`config.mk`:
```
export PLATFORM = sky130hd
export DESIGN_NAME = uart_rx_par
export DESIGN_NICKNAME = d
export VERILOG_FILES = /design/src/rtl/uart_rx_par.sv
export SDC_FILE = /design/constraint.sdc
export NUM_CORES = 1
export LEC_CHECK = 0
export ABC_AREA = 1
export ABC_CLOCK_PERIOD_IN_PS = 4040
export BUFFER_PORTS_ARGS = -buffer_cell sky130_fd_sc_hd__buf_2
export CORE_UTILIZATION = 30
export CTS_CLUSTER_SIZE = 14
export DETAILED_ROUTE_END_ITERATION = 8
export PLACE_DENSITY = 0.44
export RECOVER_POWER = 100
export SYNTH_ARGS = -nofsm -noshare
export SYNTH_HDL_FRONTEND = slang
export SYNTH_SLANG_ARGS = --single-unit
```
`constraint.sdc`:
```
create_clock -name clk -period 4.04 [get_ports clk]
set_input_delay 0.404 -clock clk [delete_from_list [all_inputs] [get_ports clk]]
set_output_delay 0.404 -clock clk [all_outputs]
set_load 0.005 [all_outputs]
```
`src/rtl/uart_rx_par.sv`:
```
module uart_rx_par #(
  parameter int DATA_BITS = 8,
  parameter int OSR       = 16
) (
  input  logic                 clk,
  input  logic                 rst_n,
  input  logic                 tick_16x,
  input  logic                 rxd_line,
  input  logic [2:0]           par_sel,
  input  logic                 rd_strobe,
  input  logic                 clr_status,
  output logic [DATA_BITS-1:0] rx_data,
  output logic                 rx_ready,
  output logic                 err_parity,
  output logic                 err_frame,
  output logic                 err_overrun
);
  localparam int CW  = $clog2(OSR);
  localparam int BW  = $clog2(DATA_BITS);
  localparam logic [CW-1:0] MID  = CW'(OSR/2 - 1);
  localparam logic [CW-1:0] LAST = CW'(OSR - 1);
  localparam logic [BW-1:0] TOP  = BW'(DATA_BITS - 1);

  typedef enum logic [2:0] {S_IDLE, S_START, S_DATA, S_PAR, S_STOP} st_t;

  st_t                  state;
  logic [1:0]           sync;
  logic                 last_line, pbit, perr;
  logic [CW-1:0]        cnt;
  logic [BW-1:0]        bitn;
  logic [DATA_BITS-1:0] shreg;
  logic [2:0]           mode_q;

  wire line   = sync[1];
  wire par_on = (mode_q >= 3'd1) && (mode_q <= 3'd4);
  wire at_end = tick_16x && (cnt == LAST);
  wire done   = at_end && (state == S_STOP);

  always_comb begin
    case (mode_q)
      3'd1:    perr = ^shreg ^ pbit;
      3'd2:    perr = ~(^shreg ^ pbit);
      3'd3:    perr = ~pbit;
      3'd4:    perr = pbit;
      default: perr = 1'b0;
    endcase
  end

  always_ff @(posedge clk or negedge rst_n) begin
    if (!rst_n) begin
      sync      <= 2'b11;
      last_line <= 1'b1;
      state     <= S_IDLE;
      cnt       <= '0;
      bitn      <= '0;
      shreg     <= '0;
      pbit      <= 1'b0;
      mode_q    <= 3'd0;
    end else begin
      sync <= {sync[0], rxd_line};
      if (tick_16x) begin
        last_line <= line;
        cnt       <= cnt + 1'b1;
        case (state)
          S_IDLE: begin
            cnt <= '0;
            if (last_line && !line) state <= S_START;
          end
          S_START: if (cnt == MID) begin
            cnt <= '0;
            if (!line) begin
              state  <= S_DATA;
              bitn   <= '0;
              mode_q <= par_sel;
            end else begin
              state <= S_IDLE;
            end
          end
          S_DATA: if (cnt == LAST) begin
            shreg <= {line, shreg[DATA_BITS-1:1]};
            bitn  <= bitn + 1'b1;
            if (bitn == TOP) state <= par_on ? S_PAR : S_STOP;
          end
          S_PAR: if (cnt == LAST) begin
            pbit  <= line;
            state <= S_STOP;
          end
          S_STOP: if (cnt == LAST) state <= S_IDLE;
          default: state <= S_IDLE;
        endcase
      end
    end
  end

  always_ff @(posedge clk or negedge rst_n) begin
    if (!rst_n) begin
      rx_data     <= '0;
      rx_ready    <= 1'b0;
      err_parity  <= 1'b0;
      err_frame   <= 1'b0;
      err_overrun <= 1'b0;
    end else begin
      if (done) rx_data <= shreg;
      rx_ready    <= done | (rx_ready & ~rd_strobe);
      err_overrun <= (err_overrun & ~clr_status) | (done & rx_ready & ~rd_strobe);
      err_parity  <= (err_parity & ~clr_status) | (done & perr);
      err_frame   <= (err_frame & ~clr_status) | (done & ~line);
    end
  end

  p_ready_on_done_r1: assert property (@(posedge clk) disable iff (!rst_n)
    done |=> rx_ready);
  p_read_clears_r3: assert property (@(posedge clk) disable iff (!rst_n)
    (rd_strobe && !done) |=> !rx_ready);
  p_read_keeps_ovr_r4: assert property (@(posedge clk) disable iff (!rst_n)
    (err_overrun && !clr_status) |=> err_overrun);
  p_ovr_set_r4: assert property (@(posedge clk) disable iff (!rst_n)
    (done && rx_ready && !rd_strobe) |=> err_overrun);
  p_no_par_slot_r8: assert property (@(posedge clk) disable iff (!rst_n)
    (state == S_PAR) |-> par_on);
  p_frame_r9: assert property (@(posedge clk) disable iff (!rst_n)
    (done && !line) |=> err_frame);
  p_clear_r10: assert property (@(posedge clk) disable iff (!rst_n)
    (clr_status && !done) |=> (!err_parity && !err_frame && !err_overrun));
endmodule

```
Word-level counts from Yosys, hierarchy flattened
Index checks and enable logic that the tools add are counted.

storage, ports and cells
  flip-flop bits (word level) = 37
  latch bits = 0
  memory bits (writable) = 0
  bits in read-only memories = 0
  input port bits = 9
  output and inout port bits = 12
  logic and storage cells = 82
  memories kept = 0

cells by class
  add/sub/neg operators = 2
  $mul = 0
  div/mod/pow operators = 0
  $lt $le $gt $ge = 2
  eq/ne operators = 18
  shifts and indexed selects = 0
  muxes and demuxes = 16
  bitwise gates (word level) = 18
  reductions and logical operators = 13

operator list
  operator             number
  $mux 3               10
  $pmux 3 s5           1
  $eq 3x2->1 const B   4
  $ne 2x2->1 const B   6
  $eq 3x3->1 const B   3
  $and 1x1->1          8
  $pmux 4 s2           1
  $reduce_xor 8->1     1
  $reduce_and 7->1     1
  $eq 3x1->1 const B   2
  $pmux 3 s2           1
  $reduce_and 3->1     2
  $not 1->1            5
  $reduce_and 5->1     1
  $add 4x1->4 const B  1
  $eq 4x3->1 const B   1
  $eq 4x4->1 const B   1
  $logic_and 1x1->1    4
  $mux 4               1
  $or 1x1->1           4
  $pmux 1 s4           1
  $reduce_and 4->1     1
  $add 3x1->3 const B  1
  $ge 3x1->1 const B   1
  other kinds (7)      7

Longest topological paths before layout
Gate-level depths: netlist of the first run.

  word-level depth = 6
  mapped depth = 12

Worst setup path before layout of the first run
No wires, ideal clock.

  kind = reg-to-reg
  start point = register cnt[0]
  end point = register shreg[6]
  setup time = 0.117 ns
  arrival = 1.230 ns
  slack = 2.693 ns
  stages on the path, launching flop included = 10
  path through = dfrtp_1 > ha_1 > nand2_2 > nor2_4 > nand2_2 > inv_2 > nand2_4 > buf_6 > nand2_1 > o21ai_2

between the ends
  longest elaborated chain between the ends = 2

ends and longest elaborated chain
  what                               line  RTL
  start: declaration                 29    logic [CW-1:0] cnt;
  start signal: assignment           63    cnt <= cnt + 1'b1;
  $eq 4x4->1                         79    S_DATA: if (cnt == LAST) begin
  $reduce_and 3->1 (no source line)  n/a
  end signal: assignment             80    shreg <= {line, shreg[DATA_BITS-1:1]};
  end: declaration                   31    logic [DATA_BITS-1:0] shreg;

No other way between the ends.
A chain may end at the register's enable or synchronous reset.

==> impl_metrics.yaml, run 1 <==
setup_path:
  cp_slowest_cell: "clkbuf_1"
  cp-end-kind: "asynchronous set/reset pin"
  worstPathRequired_ps: 4040
  crit_arrival_ps: 1860
  critPathTopFamily: "buffers and inverters"
  path_cells: "clkbuf_1"
  slowest_delay_ps: 1430
  rrSetupSlack_ps: 2240
  crit_type: "input pin to asynchronous set/reset pin"
  crit_cells: 1
  r2r_cells: 8
  cp-start-kind: "input pin"
  cp.buffers_inverters: 1
  cp_max_fo: 37
grt:
  grt_pass1_wl_mm: 6.051
  grt_max_degree: 38
  grt_overflow: 0
  grt_pass1_vias: 1340
  track_usage: 0.1241
  antenna_found_initial: 0
synthesis:
  synthTopCellsByArea: "dfrtp_1 45%, nand2_1 12%, o21ai_2 8.8%"
  synth.most_common_cell: "nand2_1"
  syn_inst: 212
  yosysTopAreaCellShare: 0.4515
  ys_warn_count: 0
  netlist_area_um2: 1884
  syn_avg_cell_area_um2: 8.888
  synth-seq-area-share: 0.4934
  netlist_top_cells_count: "60 x nand2_1, 34 x dfrtp_1, 19 x o21ai_2"
  synth_ff_type: "dfrtp_1"
  async_flop_share: 1.000
  syn-num-nets: 224
  synthDistinctLibCells: 26
  ys_ff_latch: 37
  synth_top_area_cell: "dfrtp_1"
  synth_edf_count: 0
finish:
  regArea_um2: 929.6
  fin_cells: 312
  area_delta_synth_final_pct: 9.363
  fillers: 653
  drive_gt1_frac: 0.1603
  nets: 248
  multi_input_area_um2: 714.4
  diodes: 0
floorplan:
  die_width_um: 81.25
  num_rows: 28
  design.core.area_um2: 5991
  die_y_um: 81.25
  pin_count: 21
  initial_core_util: 0.3145
  die-area_um2: 6602
clocking:
  clock_latency_ps: 300
  h-tree-depth: 2
  cts_setup_buffers: 0
  cts_sinks: 37
  postCtsResizedCells: 0
  cts_tree: "done"
  cts-root-buf: "clkbuf_8"
  cts_buffer_depth: 2
  numCtsBuffers: 5
  clk_pin_slew_worst_paths_ps: 70
  hold_buffers: 0
min_path:
  hold_path.class: "input pin to register"
  whs_path_depth: 1
sta:
  worst_pin_slew_ps: 2046
  finalSetupTns_ps: 0
  setup_ws_ps: 2179
  slew_headroom: -0.3638
  finalSetupViolCount: 0
  finalClockSkew_ps: 7.427
  slew_violations: 38
  min_period_ps: 1861
  fmax_mhz: 537.4
  rsz0062_at_grt: "false"
  fin_crit_sh: 0.4606
  hold_viol: 0
detailed_routing:
  drt-total-wl_mm: 3.546
  drt-pass1-iter-count: 4
  dr.first_iter.drc_count: 38
  avgRoutedWirePerCell_um: 11.37
  vias_per_cell: 4.423
  ant_nets: 0
  drc_errors: 0
  num_vias: 1380
run_status:
  outcome: "complete, but fails checks"
  violations: "max-capacitance violations, max-slew violations"
pwr:
  power_density_nw_per_um2: 488.8
  p_leak_nw: 1.026
  peakVddDrop_mv: 0.2244
place:
  portBuffers: 20
  dp_cells: 304
  place_ws_ps: 2519
  hpwl_mm: 2.559
  gp_congestion: 0.8369
job:
  cap_violations: 1
cell type report:
cell class | count | share of cell area
multi-input cells | 146 | 0.3467
inverters | 26 | 0.04736
flip-flops and latches | 37 | 0.4511
repair buffers | 20 | 0.04432
clock buffers | 5 | 0.03339
clock inverters | 3 | 0.03157
well taps | 75 | 0.04554
cells in the final DEF, fill, tap and decap left out, drive strengths merged:
master and n:
ha 3, o21ai 29, dfstp 3, a21oi 8, nor3 3, nand3 12, clkinv 2, clkbuf 12
a31oi 1, xor2 2, nand3b 1, buf 13, nor2 16, inv 25, dfrtp 34, nand2 67
bufinv 2, nand4 1, mux2 3
through the flow:
stage               hold WS (ps)  power (mW)  cell area [um^2]  utilization
floorplan                  108.4      0.6162              1884            -
global placement           346.4      0.6593              2051       0.3423
detailed placement         347.2      0.6638              2051       0.3423
CTS                        193.9       1.057              2185       0.3647
global route               193.8       1.073              2061       0.3440
finish                     204.5       1.007              2061       0.3440
registers in the layout, indices dropped and copies added, names as in the netlist:
register,cells
pbit,1
err_frame,1
sync,2
mode_q,3
err_overrun,1
bitn,3
cnt,4
err_parity,1
shreg,8
rx_ready,1
last_line,1
state,3
rx_data,8
kinds of logic after synthesis:
logic type      after synthesis  share of synthesized area
flops                        37                     0.4934
buf+inv                      29                    0.06640
compound gates               38                     0.1414
simple gates                100                     0.2457
mux                           3                    0.02390
fa+ha+maj                     3                    0.01992
xor+xnor                      2                   0.009298
per-layer routing:
| layer | vias up | track usage | routed length [um] |
|---|---|---|---|
| met1 | 629 | 0.1520 | 1723 |
| li1 | 725 | - | - |
| met4 | 0 | 0.06429 | 82 |
| met2 | 18 | 0.1975 | 1616 |
| met3 | 8 | 0.03483 | 124 |
| met5 | - | 0 | 0 |
path summary, 6_finish.rpt:
kind,start,end
setup / recovery,rst_n,cnt[0]$_DFFE_PN0P_
max in group clk,cnt[0]$_DFFE_PN0P_,shreg[3]$_DFFE_PN0P_
hold reg to reg,sync[0]$_DFF_PN1_,sync[1]$_DFF_PN1_
min in group asynchronous,rst_n,rx_data[5]$_DFFE_PN0P_
hold / removal,rxd_line,sync[0]$_DFF_PN1_
setup reg to reg,cnt[0]$_DFFE_PN0P_,shreg[3]$_DFFE_PN0P_
worst register-to-register path, stage by stage, from the launching register on:
cell and delay (ps):
dfrtp_1 390, ha_1 210, nand2_2 70, nor2_1 190, nand2_2 80, inv_1 120, nand2_1 360, nand2_1 180
o21ai_0 90
power by group:
group,total (mW),switching (mW),leakage [nW],internal [mW]
clock,0.384,0.139,0.0681,0.245
sequential,0.451,0.0358,0.487,0.415
combinational,0.172,0.106,0.471,0.0657
total,1.01,0.281,1.03,0.726
(Power assumes the default switching activity.)
==> run 2: changes to the inputs <==
--- a/config.mk
+++ b/config.mk
@@ -6,12 +6,12 @@
 export NUM_CORES = 1
 export LEC_CHECK = 0
 export ABC_AREA = 1
-export ABC_CLOCK_PERIOD_IN_PS = 4040
+export ABC_CLOCK_PERIOD_IN_PS = 1560
 export BUFFER_PORTS_ARGS = -buffer_cell sky130_fd_sc_hd__buf_2
 export CORE_UTILIZATION = 30
 export CTS_CLUSTER_SIZE = 14
 export DETAILED_ROUTE_END_ITERATION = 8
-export PLACE_DENSITY = 0.44
+export PLACE_DENSITY = 0.46
 export RECOVER_POWER = 100
 export SYNTH_ARGS = -nofsm -noshare
 export SYNTH_HDL_FRONTEND = slang
==> constraint.sdc (replaced) <==
create_clock -name clk -period 1.56 [get_ports clk]
set_input_delay 0.156 -clock clk [delete_from_list [all_inputs] [get_ports clk]]
set_output_delay 0.156 -clock clk [all_outputs]
set_load 0.005 [all_outputs]
==> run 2 against run 1 <==
  * The flow now finishes without violations
  * Die area stayed put
  * Sequential share of layout area is 2.7 points lower
  * Clock-buffer cell count rose by 1
  * Hold slack worse by 120 ps
  * Sequential cell count did not move
  * Global-route usage rose by 0.41 points
  * First-iteration DRC count down 18%
  * Utilization up 2.2 points
  * Clock power increased by 73%
  * Critical path depth up 3
  * Worst setup slack worse by 2100 ps
  * Final cell count increased by 3.2%
  * Critical endpoint is now mode_q[2]$_DFFE_PN0P_
  * Largest cell class unchanged
  * Largest power group unchanged
  * Highest routed layer unchanged
==> impl_metrics.yaml, run 2 (synthesis gave the netlist of run 1 again) <==
detailed_routing:
  drc_errors: 0
  ant_nets: 0
  drt-pass1-iter-count: 4
  avgRoutedWirePerCell_um: 11.31
  dr.first_iter.drc_count: 31
  num_vias: 1407
  drt-total-wl_mm: 3.641
  vias_per_cell: 4.370
pwr:
  p_comb_frac: 0.217
  p_sw_frac: 0.3225
  p_int_mw: 1.587
  power_density_nw_per_um2: 1069
  peakVddDrop_mv: 0.4467
  p_leak_nw: 1.119
  seqPwrFrac: 0.499
  clock_power_share: 0.284
  p_switching_mw: 0.7555
  finalPower_mw: 2.342
sta:
  fmax_mhz: 682.5
  slew_violations: 0
  rsz0062_at_grt: "false"
  slew_headroom: 0.3018
  hold_ws_ps: 86.07
  finalClockSkew_ps: 3.560
  finalSetupTns_ps: 0
  finalSetupViolCount: 0
  fin_crit_sh: 0.9393
  hold_viol: 0
  min_period_ps: 1465
  worst_pin_slew_ps: 1047
setup_path:
  cp_slowest_cell: "dfrtp_1"
  crit_cells: 4
  path_cells: "ha_1 -> nand3_1 -> nand3b_2 -> mux2_1"
  critPathTopFamily: "simple AND/OR/NAND/NOR gates"
  crit_type: "register to register"
  rrSetupSlack_ps: 90
  cp.buffers_inverters: 0
  crit_arrival_ps: 1640
  slowest_delay_ps: 390
  worstPathRequired_ps: 1730
  cp-start-kind: "register"
  cp_max_fo: 4
  cp-end-kind: "register"
  r2r_cells: 4
place:
  portBuffers: 20
  hpwl_mm: 2.665
  gp_congestion: 0.7681
  dpl_cell_area_um2: 2101
floorplan:
  die_y_um: 81.25
  num_rows: 28
  design.core.area_um2: 5991
  initial_core_util: 0.3145
  die_width_um: 81.25
  die-area_um2: 6602
  pin_count: 21
finish:
  fin_util: 0.3657
  layout_commonest_cell: "nand2_1"
  final_cell_mix: "61 x nand2_1, 34 x dfrtp_1, 17 x buf_2, 15 x o21ai_0, 14 x inv_1"
  top_regs: "rx_data x8, shreg x8, cnt x4"
  design_area_um2: 2191
  fillers: 634
  multi_input_area_um2: 795.8
  nets: 258
  area_delta_synth_final_pct: 16.27
  drive_gt1_frac: 0.2915
  regArea_um2: 929.6
  diodes: 0
grt:
  grt_max_degree: 22
  grt_pass1_vias: 1348
  grt_overflow: 0
  grt_pass1_wl_mm: 6.299
  track_usage: 0.1282
  antenna_found_initial: 0
clocking:
  cts-root-buf: "clkbuf_8"
  clock_latency_ps: 290
  cts_tree: "done"
  cts_sinks: 37
  h-tree-depth: 2
  clk_pin_slew_worst_paths_ps: 70
  cts_buffer_depth: 2
  numCtsBuffers: 5
min_path:
  whs_path_depth: 2
  hold_path.class: "input pin to register"
job:
  cap_violations: 0
run_status:
  outcome: "finished clean"
run 2: cell count changes in the layout (fill, tap and decap cells not counted), sizes merged:
cell / previous run / this run
clkbuf: 12 / 9
bufinv: 2 / 0
dlygate4sd3: 0 / 2
buf: 13 / 25
inv: 25 / 26
run 2: final cells by class:
| cell class | instances | share of cell area |
|---|---|---|
| Sequential cell | 37 | 0.4243 |
| Clock inverter | 2 | 0.004569 |
| Clock buffer | 6 | 0.03312 |
| Multi-Input combinational cell | 146 | 0.3632 |
| Inverter | 26 | 0.04569 |
| Tap cell | 75 | 0.04283 |
| Timing Repair Buffer | 30 | 0.08624 |
run 2: final timing paths:
path / to / from
min in group asynchronous: rx_data[1]$_DFFE_PN0P_ / rst_n
max in group asynchronous: sync[0]$_DFF_PN1_ / rst_n
setup reg to reg: mode_q[2]$_DFFE_PN0P_ / cnt[0]$_DFFE_PN0P_
hold reg to reg: sync[1]$_DFF_PN1_ / sync[0]$_DFF_PN1_
hold / removal: mode_q[2]$_DFFE_PN0P_ / par_sel[2]
setup / recovery: mode_q[2]$_DFFE_PN0P_ / cnt[0]$_DFFE_PN0P_
run 2: per-stage QoR:
| stage | worst slack (ps) | instances |
|---|---|---|
| 6_report | 94.73 | 322 |
| 4_1_cts | 47.04 | 319 |
| 3_3_place_gp | 91.86 | 309 |
| 3_5_place_dp | 74.12 | 309 |
| 5_1_grt | 5.360 | 322 |
| 2_1_floorplan | 213.0 | 212 |
run 2: layer usage:
metal / GRT usage / wire [um] / part of all wire
met1: 0.1708 / 1902 / 0.52
met2: 0.1950 / 1581 / 0.43
met3: 0.03371 / 93 / 0.026
met4: 0.05357 / 63 / 0.017
met5: 0 / 0 / 0
run 2: repair_timing:
action	4_1_cts	5_1_grt
setup buffers	0	3
endpoints found under the setup margin	0	12
hold buffers	2	0
endpoints found under the hold margin	16	0
resized for setup	0	9
run 2: worst reg2reg max path: cells and delay by family, from the launching register on:
kind	cells	cell delay, ps
and+or+nand+nor	2	400
adders and majority gates	1	220
DFF	1	390
muxes	1	340
run 2: power groups by stage:
stage / Sequential (mW) / Combinational [mW] / Clock [mW]
floorplan: 1.17 / 0.425 / 0
global placement: 1.19 / 0.525 / 0
detailed placement: 1.19 / 0.529 / 0
CTS: 1.17 / 0.536 / 0.695
global route: 1.19 / 0.610 / 0.740
finish: 1.17 / 0.507 / 0.665
